[src/rtl/pwm_steer_pkg.sv]
// Shared types for the PWM bridge steering block.
// Assumes pin order A, B, C, D maps onto bit 0 through bit 3.
package pwm_steer_pkg;

    typedef enum logic [1:0] {
        BR_SINGLE = 2'b00,
        BR_FWD    = 2'b01,
        BR_HALF   = 2'b10,
        BR_REV    = 2'b11
    } bridge_e;

    localparam int PIN_A = 0;
    localparam int PIN_B = 1;
    localparam int PIN_C = 2;
    localparam int PIN_D = 3;
    localparam int NUM_PINS = 4;

endpackage

[src/rtl/pwm_timebase.sv]
// Period counter and duty comparator.
// The counter is {coarse, fine}. It wraps at {period, all-ones fine}.
// Period and duty are captured at the wrap, or continuously while run is low.
// Assumes period and duty stay stable for at least the capturing clock.
module pwm_timebase #(
    parameter int COARSE_W = 8,
    parameter int FINE_W   = 2
) (
    input  logic                         clk,
    input  logic                         rst_n,
    input  logic                         run,
    input  logic [COARSE_W-1:0]          period,
    input  logic [COARSE_W-1:0]          duty_hi,
    input  logic [FINE_W-1:0]            duty_lo,
    output logic [COARSE_W+FINE_W-1:0]   cnt,
    output logic [COARSE_W-1:0]          per_cur,
    output logic [COARSE_W+FINE_W-1:0]   duty_cur,
    output logic                         wrap,
    output logic                         raw
);
    localparam int CW = COARSE_W + FINE_W;

    logic [CW-1:0] term;

    // Terminal count built from the captured period.
    assign term = {per_cur, {FINE_W{1'b1}}};
    assign wrap = (cnt == term);
    // Waveform is active while the count is below the captured duty.
    assign raw  = (cnt < duty_cur);

    // Advance the counter and capture the new settings at the boundary.
    always_ff @(posedge clk) begin
        if (!rst_n) begin
            cnt      <= '0;
            per_cur  <= '0;
            duty_cur <= '0;
        end else if (!run) begin
            cnt      <= '0;
            per_cur  <= period;
            duty_cur <= {duty_hi, duty_lo};
        end else if (wrap) begin
            cnt      <= '0;
            per_cur  <= period;
            duty_cur <= {duty_hi, duty_lo};
        end else begin
            cnt      <= cnt + 1'b1;
        end
    end

endmodule

[src/rtl/pwm_dead_band.sv]
// Splits the raw waveform into a complementary pair with dead time.
// On each edge of raw, both outputs drop for dead clocks, then the
// output that follows the new level asserts. A zero dead time switches
// at once. It also gives a one-clock delayed copy of raw, so that the
// other routings have the same latency.
// Assumes dead is held stable while a dead interval is running.
module pwm_dead_band #(
    parameter int DB_W = 7
) (
    input  logic            clk,
    input  logic            rst_n,
    input  logic            raw,
    input  logic [DB_W-1:0] dead,
    output logic            mod_q,
    output logic            a_on,
    output logic            b_on
);
    logic            raw_prev;
    logic [DB_W-1:0] tmr;
    logic            edge_seen;

    // An edge is any change of raw against the previous clock.
    assign edge_seen = (raw != raw_prev);

    // Delay raw by one clock and run the dead-time timer.
    always_ff @(posedge clk) begin
        if (!rst_n) begin
            raw_prev <= 1'b0;
            mod_q    <= 1'b0;
            tmr      <= '0;
            a_on     <= 1'b0;
            b_on     <= 1'b0;
        end else begin
            raw_prev <= raw;
            mod_q    <= raw;
            if (edge_seen) begin
                if (dead == '0) begin
                    tmr  <= '0;
                    a_on <= raw;
                    b_on <= !raw;
                end else begin
                    tmr  <= dead - 1'b1;
                    a_on <= 1'b0;
                    b_on <= 1'b0;
                end
            end else if (tmr != '0) begin
                tmr  <= tmr - 1'b1;
                a_on <= 1'b0;
                b_on <= 1'b0;
            end else begin
                a_on <= raw;
                b_on <= !raw;
            end
        end
    end

endmodule

[src/rtl/pwm_pin_steer.sv]
// Routes the modulated signals onto pins A-D for the selected bridge
// mode, applies the per-pair polarity, and registers the pin levels and
// the drive mask. Pins that are not driven output their inactive level.
// Assumes mod, a_on and b_on come from registers with equal latency.
module pwm_pin_steer
    import pwm_steer_pkg::*;
#(
    parameter int NP = NUM_PINS
) (
    input  logic          clk,
    input  logic          rst_n,
    input  logic          run,
    input  logic [1:0]    bridge_sel,
    input  logic [1:0]    pol_sel,
    input  logic          mod,
    input  logic          a_on,
    input  logic          b_on,
    output logic [NP-1:0] pin_out,
    output logic [NP-1:0] pin_drv
);
    bridge_e       mode;
    logic [NP-1:0] act;
    logic [NP-1:0] drv;
    logic [NP-1:0] inv;

    assign mode = bridge_e'(bridge_sel);

    // Even pins (A, C) take the upper polarity bit, odd pins (B, D) the lower.
    for (genvar i = 0; i < NP; i++) begin : g_pol
        if ((i % 2) == 0) begin : g_even
            assign inv[i] = pol_sel[1];
        end else begin : g_odd
            assign inv[i] = pol_sel[0];
        end
    end

    // Active state and ownership of each pin for the selected routing.
    always_comb begin
        act = '0;
        drv = '0;
        if (run) begin
            case (mode)
                BR_SINGLE: begin
                    act[PIN_A] = mod;
                    drv[PIN_A] = 1'b1;
                end
                BR_HALF: begin
                    act[PIN_A] = a_on;
                    act[PIN_B] = b_on;
                    drv[PIN_A] = 1'b1;
                    drv[PIN_B] = 1'b1;
                end
                BR_FWD: begin
                    act[PIN_A] = 1'b1;
                    act[PIN_D] = mod;
                    drv        = '1;
                end
                BR_REV: begin
                    act[PIN_C] = 1'b1;
                    act[PIN_B] = mod;
                    drv        = '1;
                end
                default: begin
                    act = '0;
                    drv = '0;
                end
            endcase
        end
    end

    // Register the pin levels with polarity applied, and the drive mask.
    always_ff @(posedge clk) begin
        if (!rst_n) begin
            pin_out <= '0;
            pin_drv <= '0;
        end else begin
            pin_out <= act ^ inv;
            pin_drv <= drv;
        end
    end

endmodule

[src/rtl/pwm_bridge_steer.sv]
// Top level: time base, dead-band splitter and pin steering.
// The pins lag the counter by two clocks (splitter and steering registers).
// Assumes a single clock domain and a synchronous active-low reset.
module pwm_bridge_steer
    import pwm_steer_pkg::*;
#(
    parameter int COARSE_W = 8,
    parameter int FINE_W   = 2,
    parameter int DB_W     = 7
) (
    input  logic                clk,
    input  logic                rst_n,
    input  logic                run,
    input  logic [COARSE_W-1:0] period,
    input  logic [COARSE_W-1:0] duty_hi,
    input  logic [FINE_W-1:0]   duty_lo,
    input  logic [1:0]          bridge_sel,
    input  logic [1:0]          pol_sel,
    input  logic [DB_W-1:0]     dead_time,
    output logic [3:0]          pin_out,
    output logic [3:0]          pin_drv,
    output logic                period_end
);
    localparam int CW = COARSE_W + FINE_W;

    logic [CW-1:0]       cnt_cur;
    logic [COARSE_W-1:0] period_cur;
    logic [CW-1:0]       duty_cur;
    logic                wrap;
    logic                raw;
    logic                mod_q;
    logic                a_on;
    logic                b_on;

    pwm_timebase #(.COARSE_W(COARSE_W), .FINE_W(FINE_W)) u_tb (
        .clk      (clk),
        .rst_n    (rst_n),
        .run      (run),
        .period   (period),
        .duty_hi  (duty_hi),
        .duty_lo  (duty_lo),
        .cnt      (cnt_cur),
        .per_cur  (period_cur),
        .duty_cur (duty_cur),
        .wrap     (wrap),
        .raw      (raw)
    );

    pwm_dead_band #(.DB_W(DB_W)) u_db (
        .clk   (clk),
        .rst_n (rst_n),
        .raw   (raw),
        .dead  (dead_time),
        .mod_q (mod_q),
        .a_on  (a_on),
        .b_on  (b_on)
    );

    pwm_pin_steer #(.NP(NUM_PINS)) u_steer (
        .clk        (clk),
        .rst_n      (rst_n),
        .run        (run),
        .bridge_sel (bridge_sel),
        .pol_sel    (pol_sel),
        .mod        (mod_q),
        .a_on       (a_on),
        .b_on       (b_on),
        .pin_out    (pin_out),
        .pin_drv    (pin_drv)
    );

    assign period_end = wrap;

endmodule

[config.mk]
export PLATFORM = sky130hd
export DESIGN_NAME = pwm_bridge_steer
export DESIGN_NICKNAME = d
export VERILOG_FILES = /design/src/rtl/pwm_steer_pkg.sv /design/src/rtl/pwm_timebase.sv /design/src/rtl/pwm_dead_band.sv /design/src/rtl/pwm_pin_steer.sv /design/src/rtl/pwm_bridge_steer.sv
export SDC_FILE = /design/constraint.sdc
export NUM_CORES = 1
export LEC_CHECK = 0
export ABC_AREA = 1
export BUFFER_PORTS_ARGS = -buffer_cell sky130_fd_sc_hd__buf_2
export CORE_UTILIZATION = 47
export CTS_BUF_LIST = sky130_fd_sc_hd__clkbuf_16
export DETAILED_ROUTE_END_ITERATION = 7
export GPL_ROUTABILITY_DRIVEN = 0
export GPL_TIMING_DRIVEN = 0
export HOLD_SLACK_MARGIN = 0.08
export PLACE_DENSITY = 0.75
export SLEW_MARGIN = 20
export SYNTH_ARGS = -nofsm -noshare
export SYNTH_HDL_FRONTEND = slang
export SYNTH_SLANG_ARGS = --single-unit
[constraint.sdc]
create_clock -name clk -period 2.15 [get_ports clk]
set_clock_uncertainty 0.15 [all_clocks]
set_input_delay 0.215 -clock clk [delete_from_list [all_inputs] [get_ports clk]]
set_output_delay 0.215 -clock clk [all_outputs]
set_load 0.02 [all_outputs]
==> impl_metrics.tcl <==
set metrics [dict create \
    outcome "finished, final reports clean" \
    p_leak_nw 1.42 \
    final_max_slew_viol_count 0 \
    yosysTopAreaCell "dfxtp_1" \
    detail-route-antenna-nets 0 \
    powerDensity_nw_per_um2 658 \
    num_io_pins 41 \
    wl_mm 5.21 \
    fin_hold_ws_ns 0.108 \
    yosys.cell_types.count 32 \
    cp.required_ns 2.16 \
    layout_setup_ws_ns 0.118 \
    ys_seq_area_share_pct 37.6 \
    syn_inst 332 \
    critPathBufInv 1 \
    preCtsSetupSlack_ns 0.145 \
    worst_skew_pair.late_latency_ns 0.28 \
    crit_chain "ha_1, a21o_1, nor2_2, nand4_1, nand2_2, buf_6, o21ai_0, o21ai_1, nor2_1" \
    tightest_slew_ns 0.489 \
    grt_pass1_vias 2099 \
    area_growth_syn_to_layout_pct 29.1 \
    synth_area_sq_um 2390 \
    max_cap_violations 0 \
    final_cell_area_sq_um 3090 \
    first_iter_violations 112 \
    die_h_um 73.4 \
    io_buffers 40 \
    max-slew-margin-rel_pct 67.3 \
    grt_overflow 0 \
    dieArea_sq_um 5380 \
    grt_max_degree 13 \
    cp_top_family "simple AND/OR/NAND/NOR gates" \
    cts_buffer_depth 2 \
    synthAdderAreaFrac_pct 6.80 \
    startpoint_type "flip-flop" \
    cp_max_fo 10 \
    post-dp-hpwl_mm 3.65 \
    grt_pass1_wl_mm 8.74 \
    ir_drop_mv 0.355 \
    grtUsageTotal_pct 21.3 \
    place_area_sq_um 2680 \
    core_area_sq_um 4820 \
    post-route-util_pct 64.1 \
    hold_class "input pin to flip-flop" \
    slowest_delay_ns 0.41 \
    criticalPathCategory "flip-flop to flip-flop" \
    diodes 0 \
    yosysTopAreaCellShare_pct 37.6 \
    path_clk_slew_ns 0.06 \
    synth_compound_area_share_pct 12.0 \
    avgSynthCellArea_sq_um 7.21 \
    drive_gt1_share_pct 19.1 \
    num_vias 2284 \
    synthSimpleGateAreaFrac_pct 28.2 \
    ys_warn_count 0 \
    synth_top_family_by_area "simple AND/OR/NAND/NOR gates" \
    synthesis.nets 377 \
    clock-root-buffer "clkbuf_16" \
    numCtsBuffers 5 \
    muxShareOfSynthArea_pct 0 \
    cp_data_arrival_time_ns 2.05 \
    fmax_ghz 0.492 \
    rows 25 \
    ctsHtreeMaxLevel 2 \
    wire_per_inst_um 11.1 \
    fin_crit_ns 2.03 \
    slowest_stage "dfxtp_1" \
    drc 0 \
    nets 449 \
    antenna_found_initial 0 \
    first_pass_iters 4 \
    die_w_um 73.4 \
    routed_via_density 4.86 \
    period_share_pct 94.5 \
    setup_viol 0 \
    synth-seq-cells 45 \
    setup-tns-final_ns 0 \
    hold_viol 0 \
    cts_tree "done" \
    cts_sinks 45 \
    nFillCells 449 \
    start_util_pct 49.7 \
    synth-xor-area-share_pct 4.70 \
    endpoint_kind "flip-flop" \
    synthTopCellsByArea "dfxtp_1 38%, nand2_1 7.7%, nor2_1 7.5%" \
]
## worst min-delay path: cells and delay by family
kind / cells / cell delay, ns
compound gates: 1 / 0.06
buf+inv: 1 / 0.13
simple gates: 1 / 0.08
## routing by layer
layer / vias up / global-route usage, % / part of all wire, %
met5: - / 0 / 0
met4: 0 / 9.40 / 2.0
met3: 9 / 4.12 / 3.5
met2: 53 / 37.4 / 48
met1: 1004 / 25.2 / 46
li1: 1218 / - / -
## per-stage QoR
step,total power [mW],instances
4_1_cts,2.05,468
3_3_place_gp,1.30,439
3_5_place_dp,1.31,439
6_report,2.03,470
5_1_grt,2.14,470
2_1_floorplan,1.21,332
## what timing repair did
| item | in CTS | in global routing |
|---|---|---|
| setup buffers | 0 | 2 |
| hold endpoints to repair | 24 | 0 |
| resized for setup | 1 | 9 |
| pin swaps | 0 | 2 |
| hold buffers | 23 | 0 |
| setup endpoints to repair | 1 | 7 |
## placed cells by master, fill, tap and decap left out, drive strengths merged, types with 2 or more instances in the layout
| cell type | n |
|---|---|
| dlygate4sd3 | 23 |
| dfxtp | 45 |
| o21ai | 33 |
| inv | 46 |
| buf | 49 |
| nor3 | 24 |
| xor2 | 5 |
| or2 | 2 |
| clkbuf | 8 |
| xnor2 | 7 |
| nand3 | 19 |
| nand4 | 4 |
| a21oi | 15 |
| nand2 | 51 |
| nor2 | 52 |
| ha | 13 |
## registers in the layout (all words and copies together) (netlist names)
name	cells
u_db.a_on	1
u_db.b_on	1
u_db.mod_q	1
u_db.tmr	7
u_steer.pin_drv	3
u_steer.pin_out	4
u_tb.cnt	10
u_tb.duty_cur	10
u_tb.per_cur	8
## power breakdown
| part | leakage (nW) | switching [mW] | total [mW] | internal [mW] |
|---|---|---|---|---|
| Combinational | 0.978 | 0.215 | 0.401 | 0.186 |
| Sequential | 0.374 | 0.0384 | 0.932 | 0.894 |
| Clock | 0.0655 | 0.286 | 0.701 | 0.415 |
## final cells by class
cell class,count,area [sq um],area share [%]
Sequential cell,45,906,29.3
Clock inverter,1,5.00,0.162
Inverter,46,173,5.59
Multi-Input combinational cell,231,1260,40.9
Buffer,10,87.6,2.84
Timing Repair Buffer,65,445,14.4
Clock buffer,5,125,4.05
Tap cell,67,83.8,2.71
## path summary, 6_finish.rpt
path                               start                            end  slack [ns]  depth (start not counted)
setup / recovery  u_tb.cnt[9]$_SDFF_PP0_       u_db.tmr[2]$_SDFFE_PN0P_        0.12                          9
hold / removal             bridge_sel[1]  u_steer.pin_out[2]$_SDFF_PN0_        0.11                          3
setup reg to reg  u_tb.cnt[9]$_SDFF_PP0_       u_db.tmr[2]$_SDFFE_PN0P_        0.12                          9
hold reg to reg   u_tb.cnt[0]$_SDFF_PP0_         u_tb.cnt[0]$_SDFF_PP0_        0.33                          1
## synth_stat cells, drive strengths merged
| library cell | n |
|---|---|
| buf | 7 |
| xor2 | 5 |
| ha | 13 |
| o21a | 1 |
| nor2 | 52 |
| a21oi | 15 |
| or2 | 2 |
| a21o | 1 |
| clkbuf | 3 |
| a211oi | 1 |
| dfxtp | 45 |
| nand4 | 4 |
| a221o | 1 |
| nor3 | 24 |
| inv | 46 |
| xnor2 | 7 |
| nand3 | 19 |
| nand2 | 51 |
| o211ai | 1 |
| o22ai | 1 |
| o21ai | 33 |
## cell families (layout without fill, tap and decap cells)
kind of cell             count (synthesis)  after routing
flip-flops                              45             45
AO/OA/AOI/OAI                           54             54
AND/OR/NAND/NOR                        152            152
adder cells (fa/ha/maj)                 13             13
buffers and inverters                   56            127
XOR/XNOR                                12             12
(Power assumes the default switching activity.)
